==> config.mk <==
export PLATFORM = sky130hd
export DESIGN_NAME = sram_ctl
export DESIGN_NICKNAME = d
export VERILOG_FILES = /design/src/rtl/sram_ctl_pkg.sv /design/src/rtl/sram_ctl_timer.sv /design/src/rtl/sram_ctl_fsm.sv /design/src/rtl/sram_ctl_path.sv /design/src/rtl/sram_ctl.sv
export SDC_FILE = /design/constraint.sdc
export NUM_CORES = 1
export LEC_CHECK = 0
export BUFFER_PORTS_ARGS = -buffer_cell sky130_fd_sc_hd__buf_4
export CORE_UTILIZATION = 50
export DETAILED_ROUTE_END_ITERATION = 7
export MAX_ROUTING_LAYER = met4
export PLACE_DENSITY_LB_ADDON = 0.3
export RECOVER_POWER = 25
export SLEW_MARGIN = 0
export SYNTH_ARGS = -nofsm -noshare
export SYNTH_HDL_FRONTEND = slang
export SYNTH_SLANG_ARGS = --single-unit
==> constraint.sdc <==
create_clock -name clk -period 3.05 [get_ports clk]
set_input_delay 0.305 -clock clk [delete_from_list [all_inputs] [get_ports clk]]
set_output_delay 0.305 -clock clk [all_outputs]
set_load 0.02 [all_outputs]
==> src/rtl/sram_ctl_pkg.sv <==
package sram_ctl_pkg;

    typedef enum logic [2:0] {
        ST_IDLE   = 3'd0,
        ST_NOP    = 3'd1,
        ST_READ   = 3'd2,
        ST_TURN   = 3'd3,
        ST_WPULSE = 3'd4,
        ST_WREC   = 3'd5
    } ctl_state_t;

    // Strobe levels produced by the state decode, before lane masking.
    typedef struct packed {
        logic ce_n;
        logic oe_n;
        logic we_n;
        logic lanes_on;
        logic drive;
    } strobe_t;

    function automatic int max_of4(input int a, input int b, input int c, input int d);
        int m;
        m = a;
        if (b > m) m = b;
        if (c > m) m = c;
        if (d > m) m = d;
        return m;
    endfunction

endpackage

==> src/rtl/sram_ctl_timer.sv <==
module sram_ctl_timer #(
    parameter int CW = 2
) (
    input  logic          clk,
    input  logic          rst_n,
    input  logic          load,
    input  logic [CW-1:0] load_val,
    output logic          done
);

    logic [CW-1:0] cnt_q;

    always_ff @(posedge clk or negedge rst_n) begin
        if (!rst_n) begin
            cnt_q <= '0;
        end else if (load) begin
            cnt_q <= load_val;
        end else if (cnt_q != '0) begin
            cnt_q <= cnt_q - 1'b1;
        end
    end

    // A state loaded with N-1 lasts N cycles.
    assign done = (cnt_q == '0);

endmodule

==> src/rtl/sram_ctl_fsm.sv <==
module sram_ctl_fsm
    import sram_ctl_pkg::*;
#(
    parameter int T_ACC  = 3,
    parameter int T_WP   = 2,
    parameter int T_REC  = 1,
    parameter int T_TURN = 1,
    parameter int CW     = 2
) (
    input  logic          clk,
    input  logic          rst_n,
    input  logic          req,
    input  logic          req_we,
    input  logic          req_zero,
    input  logic          tmr_done,
    output logic          ready,
    output logic          accept,
    output logic          capture,
    output logic          tmr_load,
    output logic [CW-1:0] tmr_val,
    output strobe_t       strb
);

    localparam logic [CW-1:0] LD_ACC  = CW'(T_ACC - 1);
    localparam logic [CW-1:0] LD_WP   = CW'(T_WP - 1);
    localparam logic [CW-1:0] LD_REC  = CW'(T_REC - 1);
    localparam logic [CW-1:0] LD_TURN = CW'(T_TURN - 1);

    ctl_state_t    state_q, state_d;
    logic          after_rd_q;
    ctl_state_t    route_st;
    logic [CW-1:0] route_val;

    // State register and the read-history flag.
    always_ff @(posedge clk or negedge rst_n) begin
        if (!rst_n) begin
            state_q    <= ST_IDLE;
            after_rd_q <= 1'b0;
        end else begin
            state_q <= state_d;
            if (capture) begin
                after_rd_q <= 1'b1;
            end else if (accept && req_we && !req_zero) begin
                after_rd_q <= 1'b0;
            end
        end
    end

    // Destination of a freshly accepted request.
    always_comb begin
        route_st  = ST_NOP;
        route_val = '0;
        if (req_zero) begin
            route_st  = ST_NOP;
            route_val = '0;
        end else if (!req_we) begin
            route_st  = ST_READ;
            route_val = LD_ACC;
        end else if (after_rd_q) begin
            route_st  = ST_TURN;
            route_val = LD_TURN;
        end else begin
            route_st  = ST_WPULSE;
            route_val = LD_WP;
        end
    end

    // Ready only where the current cycle-time count has run out.
    assign ready  = (state_q == ST_IDLE) || ((state_q == ST_WREC) && tmr_done);
    assign accept = ready && req;

    // Next state.
    always_comb begin
        state_d  = state_q;
        tmr_load = 1'b0;
        tmr_val  = '0;
        capture  = 1'b0;
        unique case (state_q)
            ST_IDLE: begin
                if (req) begin
                    state_d  = route_st;
                    tmr_load = 1'b1;
                    tmr_val  = route_val;
                end
            end
            ST_NOP: begin
                state_d = ST_IDLE;
            end
            ST_READ: begin
                if (tmr_done) begin
                    capture = 1'b1;
                    state_d = ST_IDLE;
                end
            end
            ST_TURN: begin
                if (tmr_done) begin
                    state_d  = ST_WPULSE;
                    tmr_load = 1'b1;
                    tmr_val  = LD_WP;
                end
            end
            ST_WPULSE: begin
                if (tmr_done) begin
                    state_d  = ST_WREC;
                    tmr_load = 1'b1;
                    tmr_val  = LD_REC;
                end
            end
            ST_WREC: begin
                if (tmr_done) begin
                    if (req) begin
                        state_d  = route_st;
                        tmr_load = 1'b1;
                        tmr_val  = route_val;
                    end else begin
                        state_d = ST_IDLE;
                    end
                end
            end
            default: begin
                state_d = ST_IDLE;
            end
        endcase
    end

    // Strobe levels, decoded from the registered state only.
    always_comb begin
        strb = '{ce_n: 1'b1, oe_n: 1'b1, we_n: 1'b1, lanes_on: 1'b0, drive: 1'b0};
        unique case (state_q)
            ST_IDLE, ST_NOP, ST_TURN: begin
                strb = '{ce_n: 1'b1, oe_n: 1'b1, we_n: 1'b1, lanes_on: 1'b0, drive: 1'b0};
            end
            ST_READ: begin
                strb = '{ce_n: 1'b0, oe_n: 1'b0, we_n: 1'b1, lanes_on: 1'b1, drive: 1'b0};
            end
            ST_WPULSE: begin
                strb = '{ce_n: 1'b0, oe_n: 1'b1, we_n: 1'b0, lanes_on: 1'b1, drive: 1'b1};
            end
            ST_WREC: begin
                strb = '{ce_n: 1'b0, oe_n: 1'b1, we_n: 1'b0, lanes_on: 1'b0, drive: 1'b1};
            end
            default: begin
                strb = '{ce_n: 1'b1, oe_n: 1'b1, we_n: 1'b1, lanes_on: 1'b0, drive: 1'b0};
            end
        endcase
    end

endmodule

==> src/rtl/sram_ctl_path.sv <==
module sram_ctl_path #(
    parameter int AW = 17,
    parameter int DW = 16,
    parameter int NB = 2
) (
    input  logic          clk,
    input  logic          rst_n,
    input  logic          accept,
    input  logic [AW-1:0] req_addr,
    input  logic [DW-1:0] req_wdata,
    input  logic [NB-1:0] req_mask,
    input  logic          capture,
    input  logic          lanes_on,
    input  logic [DW-1:0] mem_din,
    output logic [AW-1:0] addr_q,
    output logic [DW-1:0] wdata_q,
    output logic [NB-1:0] be_n,
    output logic [DW-1:0] rsp_data,
    output logic          rsp_valid
);

    logic [NB-1:0] mask_q;
    logic [DW-1:0] lane_bits;

    // Request fields are held for the whole access.
    always_ff @(posedge clk or negedge rst_n) begin
        if (!rst_n) begin
            addr_q  <= '0;
            wdata_q <= '0;
            mask_q  <= '0;
        end else if (accept) begin
            addr_q  <= req_addr;
            wdata_q <= req_wdata;
            mask_q  <= req_mask;
        end
    end

    for (genvar i = 0; i < NB; i++) begin : g_lane
        assign lane_bits[i*8 +: 8] = {8{mask_q[i]}};
        assign be_n[i]             = ~(mask_q[i] & lanes_on);
    end

    always_ff @(posedge clk or negedge rst_n) begin
        if (!rst_n) begin
            rsp_data  <= '0;
            rsp_valid <= 1'b0;
        end else begin
            rsp_valid <= capture;
            if (capture) begin
                rsp_data <= mem_din & lane_bits;
            end
        end
    end

endmodule

==> src/rtl/sram_ctl.sv <==
module sram_ctl
    import sram_ctl_pkg::*;
#(
    parameter int AW     = 17,
    parameter int DW     = 16,
    parameter int T_ACC  = 3,
    parameter int T_WP   = 2,
    parameter int T_REC  = 1,
    parameter int T_TURN = 1
) (
    input  logic                clk,
    input  logic                rst_n,
    input  logic                req,
    input  logic                req_we,
    input  logic [AW-1:0]       req_addr,
    input  logic [DW-1:0]       req_wdata,
    input  logic [DW/8-1:0]     req_mask,
    output logic                ready,
    output logic                rsp_valid,
    output logic [DW-1:0]       rsp_data,
    output logic [AW-1:0]       mem_addr,
    output logic [DW-1:0]       mem_dout,
    output logic                mem_dq_oe,
    input  logic [DW-1:0]       mem_din,
    output logic                mem_ce_n,
    output logic                mem_oe_n,
    output logic                mem_we_n,
    output logic [DW/8-1:0]     mem_be_n
);

    localparam int NB   = DW / 8;
    localparam int TMAX = max_of4(T_ACC, T_WP, T_REC, T_TURN);
    localparam int CW   = (TMAX > 1) ? $clog2(TMAX) : 1;

    logic          accept;
    logic          capture;
    logic          tmr_load;
    logic [CW-1:0] tmr_val;
    logic          tmr_done;
    strobe_t       strb;

    sram_ctl_timer #(.CW(CW)) u_timer (
        .clk      (clk),
        .rst_n    (rst_n),
        .load     (tmr_load),
        .load_val (tmr_val),
        .done     (tmr_done)
    );

    sram_ctl_fsm #(
        .T_ACC  (T_ACC),
        .T_WP   (T_WP),
        .T_REC  (T_REC),
        .T_TURN (T_TURN),
        .CW     (CW)
    ) u_fsm (
        .clk      (clk),
        .rst_n    (rst_n),
        .req      (req),
        .req_we   (req_we),
        .req_zero (req_mask == '0),
        .tmr_done (tmr_done),
        .ready    (ready),
        .accept   (accept),
        .capture  (capture),
        .tmr_load (tmr_load),
        .tmr_val  (tmr_val),
        .strb     (strb)
    );

    sram_ctl_path #(.AW(AW), .DW(DW), .NB(NB)) u_path (
        .clk       (clk),
        .rst_n     (rst_n),
        .accept    (accept),
        .req_addr  (req_addr),
        .req_wdata (req_wdata),
        .req_mask  (req_mask),
        .capture   (capture),
        .lanes_on  (strb.lanes_on),
        .mem_din   (mem_din),
        .addr_q    (mem_addr),
        .wdata_q   (mem_dout),
        .be_n      (mem_be_n),
        .rsp_data  (rsp_data),
        .rsp_valid (rsp_valid)
    );

    assign mem_ce_n  = strb.ce_n;
    assign mem_oe_n  = strb.oe_n;
    assign mem_we_n  = strb.we_n;
    assign mem_dq_oe = strb.drive;

endmodule

# ---- Yosys cells after proc, flatten, opt, wreduce, memory -nomap -nowiden
# Cells that the tools add are included.
dict set report classes {
  addsub 1
  n_eq_ne 9
  mux 27
  bitwise_logic 5
  n_reduce_logical 14
}
# op count
set op_table {}
lappend op_table {{$mux 3} 9}
lappend op_table {{$and 16x16->16} 1}
lappend op_table {{$pmux 3 s5} 1}
lappend op_table {{$pmux 5 s3} 1}
lappend op_table {{$mux 2} 6}
lappend op_table {{$mux 1} 8}
lappend op_table {{$ne 2x1->1 const B} 4}
lappend op_table {{$eq 3x2->1 const B} 2}
lappend op_table {{$eq 3x3->1 const B} 2}
lappend op_table {{$pmux 2 s3} 1}
lappend op_table {{$reduce_bool 2->1} 3}
lappend op_table {{$reduce_and 5->1} 1}
lappend op_table {{$logic_and 1x1->1} 4}
lappend op_table {{$logic_not 2->1} 2}
lappend op_table {{$logic_not 3->1} 1}
lappend op_table {{$pmux 1 s3} 1}
lappend op_table {{$and 1x1->1} 2}
lappend op_table {{$ne 2x2->1 const B} 1}
lappend op_table {{$not 1->1} 2}
lappend op_table {{$reduce_or 2->1} 1}
lappend op_table {{$sub 2x1->2 const B} 1}
lappend op_table {{$logic_not 1->1} 1}
lappend op_table {{$logic_or 1x1->1} 1}
dict set report totals {
  regBits 58
  out_inout_bits 57
  elab_cells 64
}

# ---- Logic depth before layout (Yosys ltp)
# Gate-level depths: netlist (run 1).
dict set report depth {
  word_depth 8
  ltp_mapped 8
}

# ---- Modules after synthesis
# From an unflattened synthesis (run 1), not the netlist that was laid out.
dict set report unflattened {
  hier_cells 206
  area_unflattened_um2 2646.3
}
# module instances cells_each area_per_inst_um2
set by_module_without_submodules {}
lappend by_module_without_submodules {sram_ctl_path 1 146 2128.3}
lappend by_module_without_submodules {sram_ctl_fsm 1 47 400.4}
lappend by_module_without_submodules {sram_ctl_timer 1 12 113.9}
lappend by_module_without_submodules {sram_ctl 1 1 3.8}

# ---- Worst setup path before layout (run 1)
# No wires, ideal clock.
dict set report synth_path {
  path_kind {flip-flop to output port}
  startpoint {reg u_fsm.state_q[1]}
  endpoint {out mem_be_n[0]}
  arrival_time_ns 1.579
  setup_slack_ns 1.166
  path_stages_with_launch 6
  path_buffers 1
  path_cell_list {dfrtp_1 -> buf_2 -> nor2b_1 -> inv_1 -> a21oi_1 -> nand2_1}
}
dict set report synth_between {
  elab_chain_cells 4
}
# element line_no
set synth_rtl {}
lappend synth_rtl {{start, declared} sram_ctl_fsm.sv:29} ;# ctl_state_t state_q, state_d;
lappend synth_rtl {{start signal, assigned} sram_ctl_fsm.sv:40} ;# state_q <= state_d;
lappend synth_rtl {{$eq 3x3->1 or $eq 3x2->1 (tied branches)} sram_ctl_fsm.sv:129} ;# unique case (state_q)
lappend synth_rtl {{$pmux 5 s3 *} sram_ctl_fsm.sv:129}
lappend synth_rtl {{$and 1x1->1 *} sram_ctl_path.sv:40} ;# assign be_n[i] = ~(mask_q[i] & lanes_on);
lappend synth_rtl {{$not 1->1 *} sram_ctl_path.sv:40}
lappend synth_rtl {{end, declared} sram_ctl.sv:28} ;# output logic [DW/8-1:0] mem_be_n
# Mark *: on every way between the ends. The rest lies on a longest branch, timed or not.

# ---- Final worst setup path (run 1)
dict set report layout_path {
  startpoint {reg u_timer.cnt_q[0]}
  endpoint {reg u_path.wdata_q[6]}
}
dict set report layout_between {
  elab_chain_cells 4
}
# element line_no
set layout_rtl {}
lappend layout_rtl {{start, declared} sram_ctl_timer.sv:11} ;# logic [CW-1:0] cnt_q;
lappend layout_rtl {{start signal, assigned} sram_ctl_timer.sv:17} ;# cnt_q <= load_val;
lappend layout_rtl {{start signal, assigned} sram_ctl_timer.sv:19} ;# cnt_q <= cnt_q - 1'b1;
lappend layout_rtl {{$logic_not 2->1} sram_ctl_timer.sv:24} ;# assign done = (cnt_q == '0);
lappend layout_rtl {{$logic_and 1x1->1} sram_ctl_fsm.sv:69} ;# assign ready = (state_q == ST_IDLE) || ((state_q == ST_WREC) && tmr_done);
lappend layout_rtl {{$logic_or 1x1->1} sram_ctl_fsm.sv:69}
lappend layout_rtl {{$logic_and 1x1->1} sram_ctl_fsm.sv:70} ;# assign accept = ready && req;
lappend layout_rtl {{end signal, assigned} sram_ctl_path.sv:33} ;# wdata_q <= req_wdata;
lappend layout_rtl {{end, declared} sram_ctl_path.sv:16} ;# output logic [DW-1:0] wdata_q,
# No other way between the ends.
# A chain may end at the register's enable or synchronous reset.

==> results of run 1 <==
per-stage QoR:
| step | setup WS (ps) | utilization (%) |
|---|---|---|
| floorplan | 1170 | - |
| global placement | 889 | 69.9 |
| detailed placement | 817 | 69.9 |
| CTS | 817 | 73.8 |
| global route | 633 | 73.8 |
| finish | 822 | 73.8 |
routing by layer:
layer  routed length, um  share of wire, %  global-route usage (%)  up-vias
li1                    -                 -                       -      923
met1                2180                42                    26.0      925
met2                2530                49                    33.5       80
met3                 362               7.0                    5.69       12
met4                 121               2.3                    11.5        0
met5                   0                 0                       -        -
cell type report:
cell class | count | area, sq um
Multi-Input combinational cell | 131 | 900
Inverter | 7 | 26.3
Tap cell | 67 | 83.8
Clock buffer | 10 | 128
Fill cell | 345 | 1240
Sequential cell | 58 | 1450
Timing Repair Buffer | 112 | 838
Clock inverter | 6 | 57.6
power by group:
| part | switching [uW] | internal (uW) | total [uW] |
|---|---|---|---|
| registers | 254 | 1130 | 1390 |
| logic | 916 | 880 | 1800 |
| clock network | 287 | 371 | 658 |
sequential cells by signal (all words and copies together), names as in the netlist:
| signal | cells |
|---|---|
| u_fsm.state_q | 3 |
| u_path.mask_q | 2 |
| u_path.wdata_q | 16 |
| u_timer.cnt_q | 2 |
| u_fsm.after_rd_q | 1 |
| u_path.addr_q | 17 |
| u_path.rsp_data | 16 |
| u_path.rsp_valid | 1 |
logic make-up after synthesis:
group | Yosys count | synth area share (%)
simple gates | 63 | 11.6
xor+xnor | 1 | 0.356
buf+inv | 20 | 4.38
mux | 35 | 16.0
fa+ha+maj | 1 | 0.509
compound gates | 31 | 8.14
flops | 58 | 59.0
placed cells by master (no fill, tap or decap), drive strengths merged, types with 2 or more instances in the layout:
master / count
inv: 7
dfrtp: 58
nor2: 6
nand3: 5
buf: 111
mux2: 35
o21ai: 19
clkinv: 4
nand2b: 3
or2: 2
nand2: 39
clkbuf: 11
a2bb2oi: 2
a21oi: 3
nor2b: 2
worst paths after layout:
path	endpoint	startpoint	depth (start not counted)
worst max-delay path	u_path.wdata_q[6]	u_timer.cnt_q[0]	6
worst min-delay path	u_path.wdata_q[12]	req_wdata[12]	2
worst max register to register	u_path.wdata_q[6]	u_timer.cnt_q[0]	6
worst min register to register	u_path.rsp_data[12]	u_path.rsp_data[12]	2
max in group asynchronous	u_path.wdata_q[11]	rst_n	1
min in group asynchronous	u_path.rsp_data[2]	rst_n	1
==> key figures, run 1 <==
Critical path
  • Kind of cell adding the most delay to the critical path: buffers and inverters
  • Critical-path cell with the highest stage delay: buf_4
  • Reg2reg setup slack: 820 ps
  • Critical Path RT: around 3300 ps
  • Worst path max stage delay: 450 ps
  • Critical path type: reg -> reg
  • Worst-path cell chain: inv_1 -> ha_1 -> nand3_1 -> a211oi_4 -> buf_4 -> mux2_2
  • CP Capture Type: register
  • WP buf/inv: 2
  • CP Max Fanout: 39
  • Startpoint types: register
  • Worst EP arrival: 2430 ps

CTS
  • CTS tree: done
  • Clock-pin slew of the registers on the worst-case setup and hold paths: 60 ps
  • Worst skew pair latency: 330 ps
  • Cts hold-fix bufs: 0
  • Postcts setup bufs: 0
  • TritonCTS buffer count: 9
  • Clk root buf: clkbuf_8
  • Max clock buf depth: 2
  • CTS resizes: 0
  • Clock Sinks: 58
  • H-tree depth: 3

Placed design
  • Post-DP HPWL: 3.65 mm
  • Global placement routability congestion: between 0.8 and 0.9
  • Placed cell areas: between 3000 and 4000 sq um
  • Placed cell count: 375
  • Number of port buffers: 111

Flow run
  • Max Cap Viol: 0

Floorplan
  • Height of the die: 72.1 um
  • Core area: 4720 sq um
  • Starting Density: 52.1%
  • Die area: 5200 sq um
  • Rows: 25
  • Die width: 72.1 um
  • IO Count: around 110

Worst hold path
  • Worst hold path class: in -> reg

GRT
  • Antenna violations before repair: 0
  • Vias in the first global route: 1877
  • Global-route wire length before repair: 8.31 mm
  • GRT overflow: 0
  • Largest net degree at the start of global routing: 59
  • Total GRT Usage: 21.7%

STA
  • Setup_tns: 0 ps
  • Fin crit period: 2230 ps
  • Relative slew margins: roughly 7.3%
  • Setup-failing EPs final: 0
  • Max Freq: 449 MHz
  • RSZ-0062 raised after global routing: no
  • Final hold viol count: 0
  • Final Cycle Share: between 70% and 80%
  • Worst hold margin: 198 ps
  • Pins Over Slew Limit: 0
  • Worst-Margin Slew: 1390 ps
  • Layout Skew: 8.54 ps

Drt
  • DRC violations left: 0
  • DRT iter0 DRCs: 90
  • Routed Antenna Nets: 0
  • Vias/cell: 4.96
  • Final WL: ~5.2 mm
  • Wire per inst: 13.3 um
  • Via count: 1940
  • First-pass DRT Iterations: 4

Synth
  • Yosys top cell by area: dfrtp_1
  • FF+latch count, synth: 58
  • Top cells by count, synth: dfrtp_1 (58), nand2_1 (39), mux2_2 (28), o21ai_0 (19)
  • Syn nets: 265
  • Avg Cell Area, Syn: 11.8 sq um
  • Top post-synthesis cells by area: dfrtp_1 (59%), mux2_2 (13%), nand2_1 (6.0%)
  • Most frequent cell after synthesis: dfrtp_1
  • Sequential share of the synthesized area: just under 60%
  • EDFF count, synth: 0
  • Warning count from the yosys run: 0
  • Top-area cell type share of the netlist area: 59.0%
  • Primary FF master, synth: dfrtp_1
  • Synth Cell Area: 2460 sq um
  • Async SR Flop Fraction: 100%
  • Synth cell types: 34
  • Synth Instances: 209

Finish
  • Inserted Diodes: 0
  • Layout area overhead: 41.7%
  • Share of layout cells above drive strength 1: 48.8%
  • Finished layout cell area: 3480 sq um
  • Nets: 375
  • Final std cells w/o fill: ~390

Pwr
  • VDD IR max: approximately 0.00057 V
  • Power density cells: between 1000 and 1500 nW/um^2
  • Total power: 3840 uW
  • Static Leakage: ~0.0017 uW

Outcome
  • Status: finished, final reports clean
No activity file was read; power rests on OpenSTA's default activity.
==> inputs of run 2 (changes only) <==
- ABC_AREA: unset -> 1
- CORE_UTILIZATION: 50 -> 42
- clock period: 3.05 -> 2 ns (I/O delays scaled with it)
==> run 2 against run 1 <==
Compared with the run above: via count increased by 20%; clock power is 61% higher; first-iteration DRC count grew 64%; total power rose by 55%; utilization fell by 11 points; global-route usage down 0.94 points; synthesized area up 1.9%; sequential share of layout area decreased by 0.81 points; final cell count grew 26%; sequential cell count did not move; routed wire length up 16%; critical endpoint is now mem_ce_n; clock skew is 2.4 ps lower.
==> key figures, run 2 <==
STA
  • Setup-failing EPs final: 0 (unchanged)
  • Max Freq: 615 MHz
  • RSZ-0062 raised after global routing: no (unchanged)
  • Worst hold margin: 62.7 ps (was 198 ps)
  • Layout Skew: 6.11 ps (was 8.54 ps)
  • Fin crit period: 1630 ps
  • Final hold viol count: 0 (unchanged)
  • Setup_tns: 0 ps (unchanged)
  • Relative slew margins: 6.95% (was 7.28%)
  • Final Cycle Share: 81.4%
  • Pins Over Slew Limit: 0 (unchanged)
  • Worst-Margin Slew: 1400 ps (was 1390 ps)

Finish
  • Commonest non-fill, non-tap cell in the layout: nand2_1 (was buf_4)
  • Nets: 470 (was 375)
  • Layout area overhead: 41.9% (was 41.7%)
  • Top Registers: u_path.addr_q x17, u_path.rsp_data x16, u_path.wdata_q x16 (unchanged)
  • Max reg flops: 17 (unchanged)
  • Most flops, register: u_path.addr_q (unchanged)
  • Share of layout cells above drive strength 1: 31.5% (was 48.8%)
  • Most frequent cells in the layout: nand2_1 (155), buf_4 (109), dfrtp_1 (58), nand3_1 (26), inv_1 (13) (was buf_4 (111), dfrtp_1 (58), nand2_1 (39), mux2_2 (28), o21ai_0 (19))
  • Fill count: 497 (was 345)
  • Inserted Diodes: 0 (unchanged)

GRT
  • Largest net degree at the start of global routing: 59 (unchanged)
  • Total GRT Usage: 20.7% (was 21.7%)
  • Vias in the first global route: 2176 (was 1877)
  • GRT overflow: 0 (unchanged)
  • Global-route wire length before repair: 9.55 mm (was 8.31 mm)
  • Antenna violations before repair: 0 (unchanged)

Worst hold path
  • Min-delay src: req_wdata[13] (was req_wdata[12])
  • WHS Path Cells: 3 (was 2)
  • Worst hold path class: in -> reg (unchanged)
  • Hold Path End: u_path.wdata_q[13] (was u_path.wdata_q[12])

Critical path
  • CP Capture Type: output port (was register)
  • Critical Path RT: 1800 ps (was 3260 ps)
  • Worst EP arrival: 1430 ps (was 2430 ps)
  • FF-to-FF End: u_timer.cnt_q[1] (was u_path.wdata_q[6])
  • Worst-path cell chain: inv_2 -> nand2_1 -> nor2_2 -> inv_2 -> nand2_1 -> inv_1 -> buf_4 (was inv_1 -> ha_1 -> nand3_1 -> a211oi_4 -> buf_4 -> mux2_2)
  • Critical Path Start: u_fsm.state_q[2] (was u_timer.cnt_q[0])
  • R2r worst-path depth: 9 (was 6)
  • Critical-path cell with the highest stage delay: dfrtp_1 (was buf_4)
  • RR Startpoint: u_fsm.state_q[0] (was u_timer.cnt_q[0])
  • CP Max Fanout: 6 (was 39)
  • Startpoint types: register (unchanged)
  • Critical path type: reg -> out (was reg -> reg)
  • Worst path max stage delay: 440 ps (was 450 ps)
  • Reg2reg setup slack: 400 ps (was 820 ps)

Synth
  • Most frequent cell after synthesis: nand2_1 (was dfrtp_1)
  • EDFF count, synth: 0 (unchanged)
  • Async SR Flop Fraction: 100% (unchanged)
  • Top-area cell type share of the netlist area: 57.9% (was 59.0%)
  • Top post-synthesis cells by area: dfrtp_1 (58%), nand2_1 (23%), nand3_1 (5.2%) (was dfrtp_1 (59%), mux2_2 (13%), nand2_1 (6.0%))
  • FF+latch count, synth: 58 (unchanged)
  • Yosys top cell by area: dfrtp_1 (unchanged)
  • Sequential share of the synthesized area: 57.9% (was 59.0%)
  • Syn nets: 357 (was 265)
  • Synth Instances: 301 (was 209)
  • Avg Cell Area, Syn: 8.32 sq um (was 11.8 sq um)
  • Primary FF master, synth: dfrtp_1 (unchanged)
  • Top cells by count, synth: nand2_1 (155), dfrtp_1 (58), nand3_1 (26), inv_1 (13), nor2_1 (10) (was dfrtp_1 (58), nand2_1 (39), mux2_2 (28), o21ai_0 (19))
  • Synth cell types: 21 (was 34)
  • Warning count from the yosys run: 0 (unchanged)
  • Synth Cell Area: 2500 sq um (was 2460 sq um)

Floorplan
  • Die width: 79.2 um (was 72.1 um)
  • IO Count: 112 (unchanged)
  • Starting Density: 44.4% (was 52.1%)
  • Height of the die: 79.2 um (was 72.1 um)
  • Rows: 27 (was 25)
  • Core area: 5640 sq um (was 4720 sq um)
  • Die area: 6280 sq um (was 5200 sq um)

CTS
  • Clock Sinks: 58 (unchanged)
  • CTS tree: done (unchanged)
  • Clk root buf: clkbuf_8 (unchanged)
  • H-tree depth: 3 (unchanged)
  • Worst skew pair latency: 320 ps (was 330 ps)
  • TritonCTS buffer count: 9 (unchanged)
  • Max clock buf depth: 2 (unchanged)
  • Clock-pin slew of the registers on the worst-case setup and hold paths: 70 ps (was 60 ps)

Drt
  • First-pass DRT Iterations: 5 (was 4)
  • Routed Antenna Nets: 0 (unchanged)
  • Via count: 2331 (was 1940)
  • DRT iter0 DRCs: 148 (was 90)
  • Final WL: 6.03 mm (was 5.20 mm)
  • Wire per inst: 12.3 um (was 13.3 um)
  • Vias/cell: 4.75 (was 4.96)
  • DRC violations left: 0 (unchanged)

Pwr
  • VDD IR max: 0.000768 V (was 0.000569 V)
  • Static Leakage: 0.00205 uW (was 0.00172 uW)
  • Power density cells: 1680 nW/um^2 (was 1100 nW/um^2)
  • Total power: 5960 uW (was 3840 uW)

Placed design
  • Post-DP HPWL: 4.26 mm (was 3.65 mm)
  • Number of port buffers: 111 (unchanged)
  • Global placement routability congestion: 0.871 (was 0.824)

Flow run
  • Max Cap Viol: 0 (unchanged)

Outcome
  • Status: finished, final reports clean (unchanged)
==> run 2: cell count changes after synthesis, moves of 4 or more <==
| cell | before | now |
|---|---|---|
| nand2_1 | 39 | 155 |
| mux2_2 | 28 | 0 |
| nand3_1 | 5 | 26 |
| o21ai_0 | 19 | 7 |
| mux2_1 | 7 | 0 |
| inv_1 | 7 | 13 |
| nand4_1 | 0 | 5 |
| inv_2 | 0 | 4 |
| nor2_1 | 6 | 10 |
==> run 2: timing repair <==
action	4_1_cts	5_1_grt
gates resized for setup	0	0
hold endpoints to repair	58	0
buffers inserted	0	0
hold buffers	1	0
==> run 2: worst max path at each step <==
| stage | cells after the start | slack [ps] | endpoint |
|---|---|---|---|
| final | 7 | 370 | mem_ce_n |
| after global routing | 2 | 140 | u_path.mask_q[0] |
| after CTS | 7 | 360 | mem_ce_n |
| after detailed placement | 10 | 380 | u_timer.cnt_q[1] |
| after global placement | 8 | 440 | u_fsm.after_rd_q |
| after floorplan | 9 | 350 | u_path.mask_q[1] |
==> run 2: cells by family (layout without fill, tap and decap cells) <==
logic type,Yosys count,in the layout,synth area share (%)
buffers and inverters,31,149,6.29
adders and majority gates,1,1,0.499
and+or+nand+nor,200,200,32.9
DFF,58,58,57.9
AOI/OAI and AO/OA,11,11,2.35
==> run 2: worst max-delay path, delay by kind of cell (launching register included) <==
family,cells,cell delay (ps)
buffers and inverters,4,380
DFF,1,440
and+or+nand+nor,3,290
==> run 2: cell type report <==
type	instances	area, sq um	area share [%]
Sequential cell	58	1450	40.8
Multi-Input combinational cell	212	896	25.2
Timing Repair Buffer	114	845	23.8
Clock buffer	14	163	4.58
Tap cell	72	90.1	2.54
Inverter	19	73.8	2.08
Clock inverter	2	35.0	0.986
==> run 2: power by group <==
part / switching, uW / internal (uW)
combinational: 1710 / 1110
sequential: 359 / 1710
clock: 421 / 643
==> run 2: per-stage QoR <==
stage | instance area (sq um) | cells | utilization [%] | worst slack, ps
2_1_floorplan | 2500 | 301 | - | 351
3_3_place_gp | 3360 | 474 | 59.5 | 439
3_5_place_dp | 3360 | 474 | 59.5 | 377
4_1_cts | 3570 | 491 | 63.2 | 356
5_1_grt | 3550 | 491 | 63.0 | 139
6_report | 3550 | 491 | 63.0 | 373
==> run 2: per-layer routing <==
layer | wire length, um | up-vias | global-route usage [%]
li1 | - | 1164 | -
met1 | 2510 | 1077 | 23.4
met2 | 3040 | 75 | 33.8
met3 | 307 | 15 | 4.94
met5 | 0 | - | -
met4 | 172 | 0 | 11.5
==> inputs of run 3 (changes only) <==
- clock period: 2 -> 1.34 ns (I/O delays scaled with it)
==> run 3 against run 2 <==
Compared with the run above: largest power group unchanged; sequential cell count did not move; the flow now finishes with violations (negative setup slack); final area rose by 30%; critical endpoint is now u_path.addr_q[0]; total power grew 98%; first-iteration DRC count down 26%; hold slack got worse by 47 ps; clock power grew 89%; die area did not move; sequential share of layout area fell by 9.4 points; non-clock buffer count is 46 higher; sequential power grew 54%; critical path depth rose by 2.
==> key figures, run 3 (same netlist as run 2, synthesis figures left out) <==
STA
  • RSZ-0062 raised after global routing: yes (was no)
  • Pins Over Slew Limit: 0 (unchanged)
  • Layout Skew: 6.46 ps (was 6.11 ps)
  • Final hold viol count: 0 (unchanged)
  • Max Freq: 642 MHz
  • Relative slew margins: 48.5% (was 6.95%)
  • Worst-Margin Slew: 773 ps (was 1400 ps)
  • Fin crit period: 1560 ps
  • Final worst setup slack: -217 ps (was 373 ps)
  • Setup-failing EPs final: 63 (was 0)
  • Setup_tns: -9430 ps (was 0 ps)
  • Final Cycle Share: 116%

Drt
  • DRT iter0 DRCs: 110 (was 148)
  • Final WL: 8.21 mm (was 6.03 mm)
  • Via count: 2664 (was 2331)
  • Vias/cell: 4.94 (was 4.75)
  • DRC violations left: 0 (unchanged)
  • Routed Antenna Nets: 0 (unchanged)
  • Wire per inst: 15.2 um (was 12.3 um)
  • First-pass DRT Iterations: 4 (was 5)

Placed design
  • Post-DP HPWL: 4.57 mm (was 4.26 mm)
  • Placed cell areas: 3590 sq um (was 3360 sq um)
  • Number of port buffers: 111 (unchanged)
  • Global placement routability congestion: 0.948 (was 0.871)
  • Placed cell count: 491 (was 474)

Finish
  • Final Util: 81.8% (was 63.0%)
  • Final std cells w/o fill: 539 (was 491)
  • Finished layout cell area: 4610 sq um (was 3550 sq um)
  • Most frequent cells in the layout: buf_4 (120), nand2_1 (104), dfrtp_1 (58), nand2_2 (37), nand3_1 (15) (was nand2_1 (155), buf_4 (109), dfrtp_1 (58), nand3_1 (26), inv_1 (13))
  • Most flops, register: u_path.addr_q (unchanged)
  • Share of layout cells above drive strength 1: 54.0% (was 31.5%)
  • Layout area overhead: 84.2% (was 41.9%)
  • Commonest non-fill, non-tap cell in the layout: buf_4 (was nand2_1)
  • Nets: 518 (was 470)
  • Fill count: 329 (was 497)
  • Footprint of the multi-input gates: 1230 sq um (was 896 sq um)
  • Register area: 1450 sq um (unchanged)
  • Inserted Diodes: 0 (unchanged)
  • Top Registers: u_path.addr_q x17, u_path.rsp_data x16, u_path.wdata_q x16 (unchanged)
  • Max reg flops: 17 (unchanged)

GRT
  • Largest net degree at the start of global routing: 59 (unchanged)
  • Global-route wire length before repair: 11.0 mm (was 9.55 mm)
  • Antenna violations before repair: 0 (unchanged)
  • Total GRT Usage: 23.2% (was 20.7%)
  • Vias in the first global route: 2530 (was 2176)
  • GRT overflow: 0 (unchanged)

Floorplan
  • Core area: 5640 sq um (unchanged)
  • Height of the die: 79.2 um (unchanged)
  • IO Count: 112 (unchanged)
  • Rows: 27 (unchanged)
  • Die area: 6280 sq um (unchanged)
  • Die width: 79.2 um (unchanged)
  • Starting Density: 44.4% (unchanged)

Flow run
  • Max Cap Viol: 0 (unchanged)

Critical path
  • Critical path type: reg -> reg (was reg -> out)
  • Critical-path cell with the highest stage delay: dfrtp_1 (unchanged)
  • Worst path max stage delay: 390 ps (was 440 ps)
  • CP Capture Type: register (was output port)
  • CP Max Fanout: 6 (unchanged)
  • Critical Path Start: u_timer.cnt_q[0] (was u_fsm.state_q[2])
  • Critical Path RT: 1540 ps (was 1800 ps)
  • Worst-path cell chain: inv_2 -> ha_4 -> inv_4 -> o21ai_4 -> buf_6 -> nand2_8 -> buf_12 -> nand2_2 -> nand2_1 (was inv_2 -> nand2_1 -> nor2_2 -> inv_2 -> nand2_1 -> inv_1 -> buf_4)
  • RR Startpoint: u_timer.cnt_q[0] (was u_fsm.state_q[0])
  • Worst EP arrival: 1750 ps (was 1430 ps)
  • Startpoint types: register (unchanged)

CTS
  • Worst skew pair latency: 320 ps (about the same)
  • Max clock buf depth: 2 (unchanged)
  • Clock-pin slew of the registers on the worst-case setup and hold paths: 60 ps (was 70 ps)
  • TritonCTS buffer count: 9 (unchanged)
  • Clk root buf: clkbuf_8 (unchanged)
  • CTS tree: done (unchanged)
  • H-tree depth: 3 (unchanged)
  • Clock Sinks: 58 (unchanged)

Pwr
  • VDD IR max: 0.00166 V (was 0.000768 V)
  • Static Leakage: 0.00249 uW (was 0.00205 uW)
  • Power density cells: 2550 nW/um^2 (was 1680 nW/um^2)

Outcome
  • Status: complete, but fails checks (was finished, final reports clean)
  • Failing checks: negative setup slack

Worst hold path
  • Min-delay src: req_addr[2] (was req_wdata[13])
  • Worst hold path class: in -> reg (unchanged)
## run 3: cell count changes in the layout (fill, tap and decap cells not counted), moves of 6 or more
cell           before  now
nand2_1           155  104
nand2_2             0   37
buf_6               0   14
nand2_4             1   13
buf_4             109  120
nand3_1            26   15
nand3_2             0   11
dlygate4sd3_1       1   11
clkbuf_16           0    7
clkbuf_1            6    0
inv_1              13    7
o21ai_0             7    1
## run 3: path summary, 6_finish.rpt
path                                       endpoint  slack (ps)  cells past startpoint
worst min register to register    u_path.addr_q[11]         480                      2
worst min-delay path               u_path.addr_q[2]          20                      3
worst max register to register     u_path.addr_q[0]        -220                      9
min in group asynchronous          u_fsm.state_q[0]         560                      3
max in group asynchronous       u_path.rsp_data[13]         270                      3
worst max-delay path               u_path.addr_q[0]        -220                      9
## run 3: report_power, final
part | switching, uW | internal (uW)
combinational | 3570 | 3040
clock | 674 | 1330
sequential | 622 | 2560
## run 3: stage by stage
stage / worst slack [ps] / total power [uW] / hold slack, ps
global placement: -26.5 / 7820 / 146
global route: -298 / 12500 / 8.76
detailed placement: -87.3 / 7960 / 147
CTS: -141 / 10400 / 0.133
floorplan: -155 / 5790 / -162
finish: -217 / 11800 / 15.7
## run 3: area by class of cell
cell class | count | area share, %
clock buffer | 11 | 3.28
clock inverter | 5 | 2.17
inverter | 19 | 2.09
multi-input combinational | 213 | 26.8
sequential | 58 | 31.5
tap | 72 | 1.95
timing repair buffer | 160 | 31.9
timing repair inverter | 1 | 0.352
## run 3: critical path, delay by kind of cell, from the launching register on
family	cells	cell delay [ps]
buffers and inverters	4	460
flip-flops	1	390
AND/OR/NAND/NOR	3	230
AO/OA/AOI/OAI	1	190
adder cells (fa/ha/maj)	1	140
## run 3: layer usage
| layer | up-vias | track usage (%) | wire length, um | share of wire, % |
|---|---|---|---|---|
| met3 | 14 | 5.75 | 532 | 6.5 |
| met2 | 124 | 38.1 | 4290 | 52 |
| li1 | 1270 | - | - | - |
| met4 | 0 | 8.55 | 117 | 1.4 |
| met5 | - | - | 0 | 0 |
| met1 | 1256 | 27.8 | 3260 | 40 |
## run 3: repair_timing
item | CTS | global route
buffers inserted | 7 | 5
hold buffers | 11 | 0
gates resized for setup | 21 | 101
setup endpoints to repair | 49 | 64
pin swaps | 8 | 28
gates cloned | 0 | 9
hold endpoints to repair | 68 | 0
